==> src/rtl/tmr_pkg.sv <==
// Shared types for the timer channel: mode encoding, per-mode control
// bundle, and the fold of the two alias codes onto their base modes.
package tmr_pkg;

    typedef enum logic [2:0] {
        MD_TC_INT  = 3'd0,
        MD_ONESHOT = 3'd1,
        MD_RATE    = 3'd2,
        MD_SQUARE  = 3'd3,
        MD_SW_STB  = 3'd4,
        MD_HW_STB  = 3'd5
    } tmr_mode_e;

    typedef struct packed {
        logic reload;     // period auto-reload
        logic step2;      // step by two
        logic gate_hold;  // low gate suspends stepping
        logic gate_edge;  // rising gate restarts
    } tmr_ctl_t;

    // Codes 6 and 7 map to 2 and 3.
    function automatic tmr_mode_e fold_mode(input logic [2:0] m);
        if (m[2] && m[1]) begin
            return tmr_mode_e'({1'b0, m[1:0]});
        end
        return tmr_mode_e'(m);
    endfunction

endpackage

==> src/rtl/tmr_mode_reg.sv <==
// Mode register and decoder. Captures the folded mode on a load and
// turns it into the control bundle used by the counter.
// Assumes: mode input is only meaningful in a load cycle.
module tmr_mode_reg
    import tmr_pkg::*;
(
    input  logic          clk,
    input  logic          rst_n,
    input  logic          load,
    input  tmr_mode_e     mode_in,
    output tmr_mode_e     mode_q,
    output tmr_ctl_t      ctl
);

    // Hold the mode chosen by the latest load.
    always_ff @(posedge clk) begin
        if (!rst_n) begin
            mode_q <= MD_TC_INT;
        end else if (load) begin
            mode_q <= mode_in;
        end
    end

    // Decode the stored mode into counter controls.
    always_comb begin
        ctl = '0;
        case (mode_q)
            MD_TC_INT:  ctl = '{reload: 1'b0, step2: 1'b0, gate_hold: 1'b1, gate_edge: 1'b0};
            MD_ONESHOT: ctl = '{reload: 1'b0, step2: 1'b0, gate_hold: 1'b0, gate_edge: 1'b1};
            MD_RATE:    ctl = '{reload: 1'b1, step2: 1'b0, gate_hold: 1'b1, gate_edge: 1'b1};
            MD_SQUARE:  ctl = '{reload: 1'b1, step2: 1'b1, gate_hold: 1'b1, gate_edge: 1'b1};
            MD_SW_STB:  ctl = '{reload: 1'b0, step2: 1'b0, gate_hold: 1'b1, gate_edge: 1'b0};
            MD_HW_STB:  ctl = '{reload: 1'b0, step2: 1'b0, gate_hold: 1'b0, gate_edge: 1'b1};
            default:    ctl = '0;
        endcase
    end

endmodule

==> src/rtl/tmr_gate_det.sv <==
// Gate sampler. Samples the gate on tick cycles and on the load cycle,
// and flags a rising edge against the previous sample.
// Assumes: gate is already synchronous to clk.
module tmr_gate_det (
    input  logic clk,
    input  logic rst_n,
    input  logic tick,
    input  logic load,
    input  logic gate,
    output logic gate_q,
    output logic rise
);

    // Keep the reference gate level for edge detection.
    always_ff @(posedge clk) begin
        if (!rst_n) begin
            gate_q <= 1'b0;
        end else if (tick || load) begin
            gate_q <= gate;
        end
    end

    // Edge seen by a tick, relative to the previous sample.
    always_comb begin
        rise = tick && gate && !gate_q;
    end

endmodule

==> src/rtl/tmr_count_core.sv <==
// Counter datapath. Holds the start value one bit wider than the count
// so that a zero load can stand for the full range. Produces the step
// and restart events for the output generator.
// Assumes: ctl is stable between loads.
module tmr_count_core
    import tmr_pkg::*;
#(
    parameter int CNT_W = 16,
    localparam int CW   = CNT_W + 1
) (
    input  logic             clk,
    input  logic             rst_n,
    input  logic             tick,
    input  logic             gate,
    input  logic             rise,
    input  logic             load,
    input  logic [CNT_W-1:0] load_val,
    input  tmr_ctl_t         ctl,
    output logic [CW-1:0]    cnt,
    output logic [CW-1:0]    init,
    output logic             run,
    output logic             trig,
    output logic             step
);

    localparam logic [CW-1:0] FULL  = {1'b1, {CNT_W{1'b0}}};
    localparam logic [CW-1:0] WRAPM = {1'b0, {CNT_W{1'b1}}};
    localparam logic [CW-1:0] ONE   = CW'(1);
    localparam logic [CW-1:0] TWO   = CW'(2);

    logic [CW-1:0] ld_ext;
    logic [CW-1:0] cnt_nxt;

    // Widen the load value; zero means the full range.
    always_comb begin
        ld_ext = (load_val == '0) ? FULL : {1'b0, load_val};
    end

    // Restart and step qualifiers for this cycle.
    always_comb begin
        trig = run && rise && ctl.gate_edge;
        step = run && tick && !trig && (gate || !ctl.gate_hold);
    end

    // Next count for a plain step in the current mode.
    always_comb begin
        if (ctl.reload && ctl.step2) begin
            cnt_nxt = (cnt <= TWO) ? init : cnt - TWO;
        end else if (ctl.reload) begin
            cnt_nxt = (cnt == ONE) ? init : cnt - ONE;
        end else begin
            cnt_nxt = (cnt - ONE) & WRAPM;
        end
    end

    // Count, start value and run flag registers.
    always_ff @(posedge clk) begin
        if (!rst_n) begin
            cnt  <= '0;
            init <= FULL;
            run  <= 1'b0;
        end else if (load) begin
            cnt  <= ld_ext;
            init <= ld_ext;
            run  <= 1'b1;
        end else if (trig) begin
            cnt  <= init;
        end else if (step) begin
            cnt  <= cnt_nxt;
        end
    end

endmodule

==> src/rtl/tmr_out_gen.sv <==
// Output waveform generator. Tracks the per-mode output level from the
// load, restart and step events and the count before each step.
// Assumes: events come from the counter in the same cycle.
module tmr_out_gen
    import tmr_pkg::*;
#(
    parameter int CNT_W = 16,
    localparam int CW   = CNT_W + 1
) (
    input  logic          clk,
    input  logic          rst_n,
    input  logic          load,
    input  tmr_mode_e     ld_mode,
    input  tmr_mode_e     mode_q,
    input  logic          run,
    input  logic          trig,
    input  logic          step,
    input  logic [CW-1:0] cnt,
    output logic          out
);

    logic out_q;
    logic at_one;
    logic at_end2;

    // Count landmarks used by the waveforms.
    always_comb begin
        at_one  = (cnt == CW'(1));
        at_end2 = (cnt <= CW'(2));
    end

    // Registered output level for all modes except the rate mode.
    always_ff @(posedge clk) begin
        if (!rst_n) begin
            out_q <= 1'b0;
        end else if (load) begin
            out_q <= (ld_mode != MD_TC_INT);
        end else if (trig) begin
            out_q <= (mode_q != MD_ONESHOT);
        end else if (step) begin
            case (mode_q)
                MD_TC_INT, MD_ONESHOT: if (at_one) out_q <= 1'b1;
                MD_SQUARE:             if (at_end2) out_q <= !out_q;
                MD_SW_STB, MD_HW_STB:  out_q <= !at_one;
                default:               out_q <= 1'b1;
            endcase
        end
    end

    // Rate mode drives low only while the count sits at one.
    always_comb begin
        if (!run) begin
            out = 1'b0;
        end else if (mode_q == MD_RATE) begin
            out = !at_one;
        end else begin
            out = out_q;
        end
    end

endmodule

==> src/rtl/tmr_chan.sv <==
// Top of one timer channel: mode register, gate sampler, counter
// datapath and output generator.
// Assumes: all inputs synchronous to clk; reset is synchronous, low.
module tmr_chan
    import tmr_pkg::*;
#(
    parameter int CNT_W = 16,
    localparam int CW   = CNT_W + 1
) (
    input  logic             clk,
    input  logic             rst_n,
    input  logic             tick,
    input  logic             gate,
    input  logic [2:0]       mode,
    input  logic             load,
    input  logic [CNT_W-1:0] load_val,
    output logic [CNT_W-1:0] count,
    output logic             out
);

    tmr_mode_e     ld_mode;
    tmr_mode_e     mode_q;
    tmr_ctl_t      ctl;
    logic          gate_q;
    logic          rise;
    logic [CW-1:0] cnt;
    logic [CW-1:0] init;
    logic          run;
    logic          trig;
    logic          step;

    // Fold alias codes before they are stored.
    always_comb begin
        ld_mode = fold_mode(mode);
    end

    tmr_mode_reg u_mode (
        .clk     (clk),
        .rst_n   (rst_n),
        .load    (load),
        .mode_in (ld_mode),
        .mode_q  (mode_q),
        .ctl     (ctl)
    );

    tmr_gate_det u_gate (
        .clk    (clk),
        .rst_n  (rst_n),
        .tick   (tick),
        .load   (load),
        .gate   (gate),
        .gate_q (gate_q),
        .rise   (rise)
    );

    tmr_count_core #(.CNT_W(CNT_W)) u_core (
        .clk      (clk),
        .rst_n    (rst_n),
        .tick     (tick),
        .gate     (gate),
        .rise     (rise),
        .load     (load),
        .load_val (load_val),
        .ctl      (ctl),
        .cnt      (cnt),
        .init     (init),
        .run      (run),
        .trig     (trig),
        .step     (step)
    );

    tmr_out_gen #(.CNT_W(CNT_W)) u_out (
        .clk     (clk),
        .rst_n   (rst_n),
        .load    (load),
        .ld_mode (ld_mode),
        .mode_q  (mode_q),
        .run     (run),
        .trig    (trig),
        .step    (step),
        .cnt     (cnt),
        .out     (out)
    );

    // Live count readback drops the range bit.
    always_comb begin
        count = cnt[CNT_W-1:0];
    end

endmodule

==> config.mk <==
export PLATFORM = sky130hd
export DESIGN_NAME = tmr_chan
export DESIGN_NICKNAME = d
export VERILOG_FILES = /design/src/rtl/tmr_pkg.sv /design/src/rtl/tmr_mode_reg.sv /design/src/rtl/tmr_gate_det.sv /design/src/rtl/tmr_count_core.sv /design/src/rtl/tmr_out_gen.sv /design/src/rtl/tmr_chan.sv
export SDC_FILE = /design/constraint.sdc
export NUM_CORES = 1
export LEC_CHECK = 0
export BUFFER_PORTS_ARGS = -buffer_cell sky130_fd_sc_hd__buf_2
export CORE_MARGIN = 3
export CORE_UTILIZATION = 59
export DETAILED_ROUTE_END_ITERATION = 6
export HOLD_SLACK_MARGIN = 0.03
export PLACE_DENSITY_LB_ADDON = 0.08
export RECOVER_POWER = 25
export SYNTH_ARGS = -nofsm -noshare
export SYNTH_HDL_FRONTEND = slang
export SYNTH_SLANG_ARGS = --single-unit
export TNS_END_PERCENT = 100
==> constraint.sdc <==
create_clock -name clk -period 3.3 [get_ports clk]
set_input_delay 0.495 -clock clk [delete_from_list [all_inputs] [get_ports clk]]
set_output_delay 0.495 -clock clk [all_outputs]
set_load 0.03 [all_outputs]
---- Word-level counts from Yosys, hierarchy flattened ----
Cells that the tools add are included.
word-level totals
  bits in registers ....................... 40
  input port bits ......................... 24
  output and inout bits ................... 17
cells by class
  add/sub/neg operators ................... 2
  equal/unequal tests ..................... 9
  mux-type cells .......................... 20
  reductions and logical operators ........ 25
  order comparisons ....................... 1
operator list
  operator                                                         number
  2-to-1 mux 17 bit                                                8
  equality test 17 x 1 -> 1 bit, second input constant             1
  less-or-equal comparator 17 x 2 -> 1 bit, second input constant  1
  subtractor 17 x 1 -> 17 bit, second input constant               1
  subtractor 17 x 2 -> 17 bit, second input constant               1
  zero test 16 bit                                                 1
  case mux 4 bit (4 select lines)                                  1
  logical AND 1 bit                                                9
  2-to-1 mux 1 bit                                                 8
  != test 4 x 3 -> 1 bit, second input constant                    2
  OR reduction 2 bit                                               4
  equality test 3 x 2 -> 1 bit, second input constant              2
  equality test 3 bit, second input constant                       2
  2-to-1 mux 3 bit                                                 2
  nonzero test 3 bit                                               2
  zero test 1 bit                                                  5
  equality test 3 x 1 -> 1 bit, second input constant              1
  zero test 3 bit                                                  1
  != test 3 x 1 -> 1 bit, second input constant                    1
  case mux 1 bit (3 select lines)                                  1
  AND reduction 3 bit                                              1
  logical OR 1 bit                                                 2

---- Depth between registers and ports, before layout ----
Gate-level depths: netlist of run 1.
  word-level depth ........................ 10
  depth in mapped cells ................... 12
  gate-level depth less buffers ........... 8

---- By module ----
A second synthesis of run 1 with hierarchy kept.
unflattened totals
  cell total of the unflattened synthesis .. 406
  area, all modules ....................... 3146.8 um2
by module, submodules not included
  module          cells each  area an instance (um2)  seq. area each (um2)  instances
  tmr_count_core  353         2728.9                  700.7                 1
  tmr_out_gen     32          207.7                   20.0                  1
  tmr_mode_reg    14          150.1                   60.1                  1
  tmr_gate_det    6           46.3                    20.0                  1
  tmr_chan        1           13.8                    0.0                   1

---- Worst setup path after synthesis of run 1 ----
OpenSTA, ideal clock, no wires.
  kind .................................... register to register
  start point ............................. reg u_core.cnt[2]
  end point ............................... reg u_core.cnt[1]
  setup time .............................. 119 ps
  clock period less this slack ............ 2510 ps
  arrival time ............................ 2392 ps
  stages on the path, launching flop included .. 12
  buffers on the path ..................... 3
  slack ................................... 790 ps
  path through ............................ dfxtp_1 > buf_2 > inv_1 > ha_1 > or3b_1 > buf_2 > nor4b_4 > a32oi_4 > or2_1 > buf_6 > o211a_1 > o221a_1
on the way
  cells in the longest elaborated chain, start to end .. 7
  elaborated cells between the ends (all ways) .. 9
  those cells by class .................... order compare (1); eq/ne (1); mux (7)
RTL lines
  item                                                                                              line                  RTL
  from (decl)                                                                                       tmr_count_core.sv:19  output logic [CW-1:0] cnt,
  from (signal assigned)                                                                            tmr_count_core.sv:63  cnt <= ld_ext;
  from (signal assigned)                                                                            tmr_count_core.sv:67  cnt <= init;
  from (signal assigned)                                                                            tmr_count_core.sv:69  cnt <= cnt_nxt;
  parallel branches: the longest is 3 deep, another holds less-or-equal comparator 17 x 2 -> 1 bit  n/a
  2-to-1 mux 17 bit (*)                                                                             tmr_count_core.sv:47  if (ctl.reload && ctl.step2) begin
  2-to-1 mux 17 bit (*)                                                                             tmr_count_core.sv:68  end else if (step) begin
  2-to-1 mux 17 bit (*)                                                                             tmr_count_core.sv:66  end else if (trig) begin
  2-to-1 mux 17 bit (*)                                                                             tmr_count_core.sv:62  end else if (load) begin
Mark *: on every way between the ends. The select of a mux whose other input is x is not followed.
A chain may end at the register's enable or synchronous reset.

---- Worst setup path in the final report of run 1 ----
  start point ............................. reg u_core.cnt[1]
  end point ............................... reg u_core.cnt[1]
on the way
  cells in the longest elaborated chain, start to end .. 7
  elaborated cells between the ends (all ways) .. 11
  those cells by class .................... add/sub (2); order compare (1); eq/ne (1); mux (7)
RTL lines
  item                                                                                 line                  RTL
  subtractor 17 x 1 -> 17 bit / equality test 17 x 1 -> 1 bit (equally long branches)  tmr_count_core.sv:50  cnt_nxt = (cnt == ONE) ? init : cnt - ONE;
  2-to-1 mux 17 bit                                                                    tmr_count_core.sv:50
  2-to-1 mux 17 bit                                                                    tmr_count_core.sv:49  end else if (ctl.reload) begin
  2-to-1 mux 17 bit (*)                                                                tmr_count_core.sv:47
  2-to-1 mux 17 bit (*)                                                                tmr_count_core.sv:68
  2-to-1 mux 17 bit (*)                                                                tmr_count_core.sv:66
  2-to-1 mux 17 bit (*)                                                                tmr_count_core.sv:62
Mark *: on every way between the ends. The rest lies on a longest branch, timed or not. The select of a mux whose other input is x is not followed.

==> impl_metrics.env, run 1 <==
export IMPL_status="finished, violations left"
export IMPL_violations="max-capacitance violations, max-slew violations"
export IMPL_timing_rr_start="u_core.cnt[1]$_SDFFE_PN0P_"
export IMPL_setup_viol=0
export IMPL_cpLargestDelayFamily="simple AND/OR/NAND/NOR gates"
export IMPL_gp_congestion=0.973
export IMPL_drtPass1Iterations=5
export IMPL_critPathSlowestCell="or3b_1"
export IMPL_place_hpwl_mm=6.44
export IMPL_rows=26
export IMPL_design_die_area_sq_mm=0.00634
export IMPL_p_int_w=0.000911
export IMPL_avgRoutedWirePerCell_microns=17.7
export IMPL_p_leak_nw=1.34
export IMPL_synthArstFlopShare_pct=0
export IMPL_synth_nets=448
export IMPL_coreArea_sq_mm=0.00517
export IMPL_area_growth_syn_to_layout_pct=5.48
export IMPL_cp_slowest_stage_delay_ns=0.51
export IMPL_drt_iter0_markers=273
export IMPL_fillers=482
export IMPL_cts_buffer_depth=2
export IMPL_final_antenna_net_count=0
export IMPL_rsz0062_at_grt="false"
export IMPL_max_cap_violations=1
export IMPL_diodes=0
export IMPL_via_count=3223
export IMPL_multi_input_area_sq_mm=0.00207
export IMPL_peakVddDrop_uv=209
export IMPL_grt_pass1_wl_mm=14.6
export IMPL_cts_buffers=5
export IMPL_r2r_cells=8
export IMPL_die_h_microns=79.6
export IMPL_hold_start="mode[0]"
export IMPL_max_freq_ghz=0.335
export IMPL_grt_max_degree=41
export IMPL_grt_ovfl_total=0
export IMPL_mostFrequentLayoutCell="nand2_1"
export IMPL_layout_common_cells="nand2_1, dfxtp_1, buf_2"
export IMPL_synth_cells=419
export IMPL_grtUsageTotal_pct=29.2
export IMPL_min_path_cells=3
export IMPL_crit_fanout=16
export IMPL_finClkSkew_ns=0.00914
export IMPL_fin_setup_tns_ns=0
export IMPL_power_density_mw_per_mm2=437
export IMPL_synth_edff_count=0
export IMPL_cts_setup_buffers=0
export IMPL_die_w_microns=79.6
export IMPL_cp_required_ns=3.49
export IMPL_cp_end_kind="flop"
export IMPL_place_area_sq_mm=0.00329
export IMPL_pin_count=41
export IMPL_yosys_cell_types_count=58
export IMPL_cts_sinks=40
export IMPL_p_sw_w=0.000561
export IMPL_hold_end="u_mode.mode_q[0]$_SDFFE_PN0P_"
export IMPL_regArea_sq_um=801
export IMPL_dp_slack_ns=0.343
export IMPL_synth_flop_cell="dfxtp_1"
export IMPL_combPwrFrac_pct=36.7
export IMPL_worst_pin_slew_ns=1.66
export IMPL_slew_violations=41
export IMPL_finalHoldViolations=0
export IMPL_ys_seq_area_share_pct=25.1
export IMPL_nNetsFinal=459
export IMPL_min_period_over_period_pct=90.5
export IMPL_syn_area_sq_mm=0.00320
export IMPL_htreeDepth=2
export IMPL_clkPwrFrac_pct=23.8
export IMPL_grt_pass1_vias=2964
export IMPL_critPathArrivalTime_ns=3.18
export IMPL_path_class="reg2reg"
export IMPL_wl_mm=8.89
export IMPL_post_cts_resized=0
export IMPL_slew_headroom_pct=-10.8
export IMPL_drive_gt1_share_pct=16.2
export IMPL_worstReg2RegEnd="u_core.cnt[1]$_SDFFE_PN0P_"
export IMPL_synth_seq_cells=40
export IMPL_setup_ws_ns=0.313
export IMPL_seqPwrFrac_pct=39.6
export IMPL_r2r_setup_slack_ns=0.31
export IMPL_cts_tree="built"
export IMPL_clk_latency_ns=0.30
export IMPL_synth_warnings=0
export IMPL_clock_root_buffer="clkbuf_8"
export IMPL_numPortBuffers=40
export IMPL_cp_num_buf_inv=1
export IMPL_post_route_util_pct=65.2
export IMPL_p_sw_share_pct=38.1
export IMPL_drc_errors=0
export IMPL_cp_cell_sequence="inv_1 > ha_1 > or3b_1 > nor4b_4 > a32oi_4 > or2_1 > o211a_1 > o221a_1"
export IMPL_syn_mean_instance_area_sq_um=7.63
export IMPL_routed_via_density=6.43
export IMPL_critPathLaunchType="flop"
export IMPL_hp_class="in2reg"
export IMPL_initial_utilization_pct=61.8
export IMPL_stdcell_area_sq_mm=0.00337
export IMPL_cts_hold_buffers=0
export IMPL_antenna_found_initial=0
export IMPL_min_period_ns=2.99
export IMPL_path_clk_slew_ns=0.08
layout make-up:
type | count | share of cell area (%)
multi-input combinational | 324 | 61.4
sequential | 40 | 23.8
timing repair buffer | 55 | 9.13
clock buffer | 8 | 2.67
tap | 70 | 2.60
inverter | 4 | 0.445
metrics by stage:
stage,total power [W],cells,hold WS [ns]
3_3_place_gp,0.00111,493,0.449
5_1_grt,0.00156,501,0.497
6_report,0.00147,501,0.472
2_1_floorplan,0.00102,419,0.437
3_5_place_dp,0.00112,493,0.465
4_1_cts,0.00147,501,0.464
tightest hold or removal path, stage by stage:
cell and delay (ns):
buf_2 0.11, nand2_1 0.05, a21boi_0 0.06
metal layers:
layer  routed length (microns)  share of wire, %  GRT usage [%]  up-vias
li1                          -                 -              -     1553
met1                      3880                44           38.7     1516
met2                      4150                47           47.4      137
met3                       692               7.8           5.30       17
met4                       171               1.9           9.79        0
met5                         0                 0              0        -
how the worst max path moves through the flow:
stage,start,end,slack (ns),cells after the start
finish,u_core.cnt[1]$_SDFFE_PN0P_,u_core.cnt[1]$_SDFFE_PN0P_,0.31,8
global route,u_core.cnt[1]$_SDFFE_PN0P_,u_core.cnt[1]$_SDFFE_PN0P_,0.14,8
CTS,u_core.cnt[1]$_SDFFE_PN0P_,u_core.cnt[1]$_SDFFE_PN0P_,0.36,8
detailed placement,u_core.cnt[1]$_SDFFE_PN0P_,u_core.cnt[1]$_SDFFE_PN0P_,0.34,8
global placement,u_core.cnt[1]$_SDFFE_PN0P_,u_core.cnt[1]$_SDFFE_PN0P_,0.47,8
floorplan,u_core.cnt[2]$_SDFFE_PN0P_,u_core.cnt[1]$_SDFFE_PN0P_,0.79,11
synth_stat cells (3+ instances only):
master / count / area, sq um
and2_1: 3 / 18.8
o211a_1: 3 / 30.0
or3_1: 3 / 18.8
a21boi_0: 19 / 143
nand2b_1: 5 / 31.3
o211ai_1: 28 / 210
nor3_1: 12 / 60.1
a221oi_1: 9 / 78.8
nand4_1: 4 / 25.0
inv_1: 4 / 15.0
a31oi_1: 11 / 68.8
buf_4: 24 / 180
xnor2_1: 15 / 131
nand3b_1: 4 / 30.0
xor2_1: 11 / 96.3
a21oi_1: 11 / 55.1
ha_1: 5 / 62.6
nand2_1: 59 / 221
buf_6: 3 / 33.8
nor2b_1: 4 / 25.0
nor2_1: 26 / 97.6
buf_2: 5 / 25.0
clkbuf_1: 18 / 67.6
o21ai_0: 32 / 160
nor4_1: 7 / 43.8
mux2i_1: 3 / 30.0
a41oi_1: 3 / 26.3
dfxtp_1: 40 / 801
nand3_1: 12 / 60.1
kinds of logic after synthesis:
logic type               count (synthesis)  synth area share, %
buffers and inverters                   55                 10.4
multiplexers                             4                 1.29
AND/OR/NAND/NOR                        157                 25.2
flip-flops                              40                 25.1
adder cells (fa/ha/maj)                  5                 1.96
AO/OA/AOI/OAI                          132                 29.0
XOR/XNOR                                26                 7.13
registers in the layout (all words and copies together), names as in the netlist:
signal	flops
u_gate.gate_q	1
u_core.cnt	17
u_mode.mode_q	3
u_core.init	17
u_core.run	1
u_out.out_q	1
power groups by stage:
stage | Sequential [W] | Combinational, W | Clock, W
after floorplan | 0.000556 | 0.000462 | 0
after global placement | 0.000591 | 0.000524 | 0
after detailed placement | 0.000593 | 0.000530 | 0
after CTS | 0.000581 | 0.000533 | 0.000354
after global routing | 0.000590 | 0.000595 | 0.000371
final | 0.000583 | 0.000540 | 0.000350
No activity file was read; power rests on OpenSTA's default activity.
==> run 2: changes to the inputs <==
--- a/config.mk
+++ b/config.mk
@@ -11,7 +11,8 @@
 export DETAILED_ROUTE_END_ITERATION = 6
 export HOLD_SLACK_MARGIN = 0.03
 export PLACE_DENSITY_LB_ADDON = 0.08
-export RECOVER_POWER = 25
+export RECOVER_POWER = 100
+export REMOVE_ABC_BUFFERS = 1
 export SYNTH_ARGS = -nofsm -noshare
 export SYNTH_HDL_FRONTEND = slang
 export SYNTH_SLANG_ARGS = --single-unit
==> impl_metrics.env, run 2 (same netlist as run 1, synthesis figures left out) <==
export IMPL_coreArea_sq_mm=0.00517
export IMPL_cpLargestDelayFamily="simple AND/OR/NAND/NOR gates"
export IMPL_highest_layer="met4"
export IMPL_crit_fanout=16
export IMPL_wl_mm=9.12
export IMPL_reg_largest_list="u_core.cnt x17, u_core.init x17, u_mode.mode_q x3"
export IMPL_die_w_microns=79.6
export IMPL_drtPass1Iterations=5
export IMPL_pin_count=41
export IMPL_seqPwrFrac_pct=38.8
export IMPL_path_class="reg2reg"
export IMPL_grt_ovfl_total=0
export IMPL_worst_pin_slew_ns=1.65
export IMPL_grtUsageTotal_pct=30.6
export IMPL_clkPwrFrac_pct=27.1
export IMPL_htreeDepth=2
export IMPL_numPortBuffers=40
export IMPL_fin_setup_tns_ns=0
export IMPL_cp_end_kind="flop"
export IMPL_die_h_microns=79.6
export IMPL_grt_pass1_vias=3009
export IMPL_p_sw_w=0.000559
export IMPL_grt_pass1_wl_mm=15.3
export IMPL_p_sw_share_pct=37.0
export IMPL_hp_class="in2reg"
export IMPL_cts_hold_buffers=0
export IMPL_cp_num_buf_inv=1
export IMPL_avgRoutedWirePerCell_microns=18.3
export IMPL_grt_max_degree=41
export IMPL_layout_common_cells="nand2_1, dfxtp_1, o21ai_0"
export IMPL_min_period_over_period_pct=91.6
export IMPL_critPathArrivalTime_ns=3.21
export IMPL_design_die_area_sq_mm=0.00634
export IMPL_nNetsFinal=456
export IMPL_post_cts_resized=0
export IMPL_antenna_found_initial=0
export IMPL_cts_setup_buffers=0
export IMPL_cts_buffers=5
export IMPL_p_int_w=0.000950
export IMPL_drc_errors=0
export IMPL_combPwrFrac_pct=34.2
export IMPL_cp_cell_sequence="inv_1 > ha_1 > or3b_1 > nor4b_4 > a32oi_2 > or2_1 > o211a_1 > o221a_1"
export IMPL_cts_buffer_depth=2
export IMPL_routed_via_density=6.43
export IMPL_violations="max-capacitance violations, max-slew violations"
export IMPL_drive_gt1_share_pct=11.9
export IMPL_rsz0062_at_grt="false"
export IMPL_cts_tree="built"
export IMPL_finClkSkew_ns=0.00831
export IMPL_critPathSlowestCell="or2_1"
export IMPL_max_cap_violations=1
export IMPL_place_hpwl_mm=6.35
export IMPL_via_count=3203
export IMPL_mostFrequentLayoutCell="nand2_1"
export IMPL_initial_utilization_pct=61.8
export IMPL_route_met3_wl_microns=567
export IMPL_cp_required_ns=3.48
export IMPL_status="finished, violations left"
export IMPL_rows=26
export IMPL_clk_latency_ns=0.30
export IMPL_power_density_mw_per_mm2=453
export IMPL_clock_root_buffer="clkbuf_8"
export IMPL_slew_headroom_pct=-10.2
export IMPL_gp_congestion=0.905
export IMPL_cp_slowest_stage_delay_ns=0.54
export IMPL_setup_viol=0
export IMPL_total_power_w=0.00151
export IMPL_max_freq_ghz=0.331
export IMPL_drt_iter0_markers=234
export IMPL_area_growth_syn_to_layout_pct=4.23
export IMPL_peakVddDrop_uv=248
export IMPL_slew_violations=41
export IMPL_final_antenna_net_count=0
export IMPL_finalHoldViolations=0
export IMPL_min_period_ns=3.02
export IMPL_cts_sinks=40
export IMPL_p_leak_nw=1.27
export IMPL_wl_met1_mm=4.08
export IMPL_critPathLaunchType="flop"
export IMPL_dr_wl_met2_mm=4.31
export IMPL_path_clk_slew_ns=0.08
export IMPL_diodes=0
run 2: cell types whose count changed in the layout (fill, tap and decap cells not counted), sizes merged:
cell | before | now
clkbuf | 10 | 25
bufinv | 0 | 1
clkinv | 0 | 1
buf | 53 | 33
run 2: final timing paths:
check | start | endpoint | slack [ns] | depth (start not counted)
max reg2reg | u_core.cnt[1]$_SDFFE_PN0P_ | u_core.cnt[1]$_SDFFE_PN0P_ | 0.28 | 8
max | u_core.cnt[1]$_SDFFE_PN0P_ | u_core.cnt[1]$_SDFFE_PN0P_ | 0.28 | 8
min reg2reg | u_gate.gate_q$_SDFFE_PN0P_ | u_gate.gate_q$_SDFFE_PN0P_ | 0.48 | 2
min | mode[0] | u_mode.mode_q[0]$_SDFFE_PN0P_ | 0.47 | 3
run 2: cell type report:
class                      instances  area (sq um)
multi-input combinational        324          2060
fill                             486          1840
sequential                        40           801
timing repair buffer              52           262
tap                               70          87.6
clock buffer                       6          72.6
clock inverter                     2          35.0
inverter                           4          15.0
run 2: worst min-delay path: cells and delay by family:
family,cells,cell delay [ns]
AO/OA/AOI/OAI,1,0.07
buffers and inverters,1,0.10
AND/OR/NAND/NOR,1,0.05
run 2: power groups by stage:
stage / registers, W / clock network (W) / logic, W
2_1_floorplan: 0.000615 / 0 / 0.000339
3_3_place_gp: 0.000593 / 0 / 0.000514
3_5_place_dp: 0.000594 / 0 / 0.000520
4_1_cts: 0.000582 / 0.000411 / 0.000522
5_1_grt: 0.000591 / 0.000435 / 0.000576
6_report: 0.000585 / 0.000408 / 0.000515
run 2: metrics by stage:
step	area, sq um	worst slack, ns	utilization [%]	cells	hold WS [ns]
after global routing	3330	0.129	64.4	498	0.494
after CTS	3370	0.357	65.2	498	0.471
after global placement	3260	0.464	63.1	490	0.447
final	3330	0.277	64.4	498	0.473
after floorplan	2880	0.614	-	368	0.437
after detailed placement	3260	0.362	63.1	490	0.464
run 2: layer usage:
metal	global-route usage, %	vias to the layer above
met2	49.2	115
met1	42.3	1532
met4	9.97	0
met5	0	-
met3	3.95	14
li1	-	1542
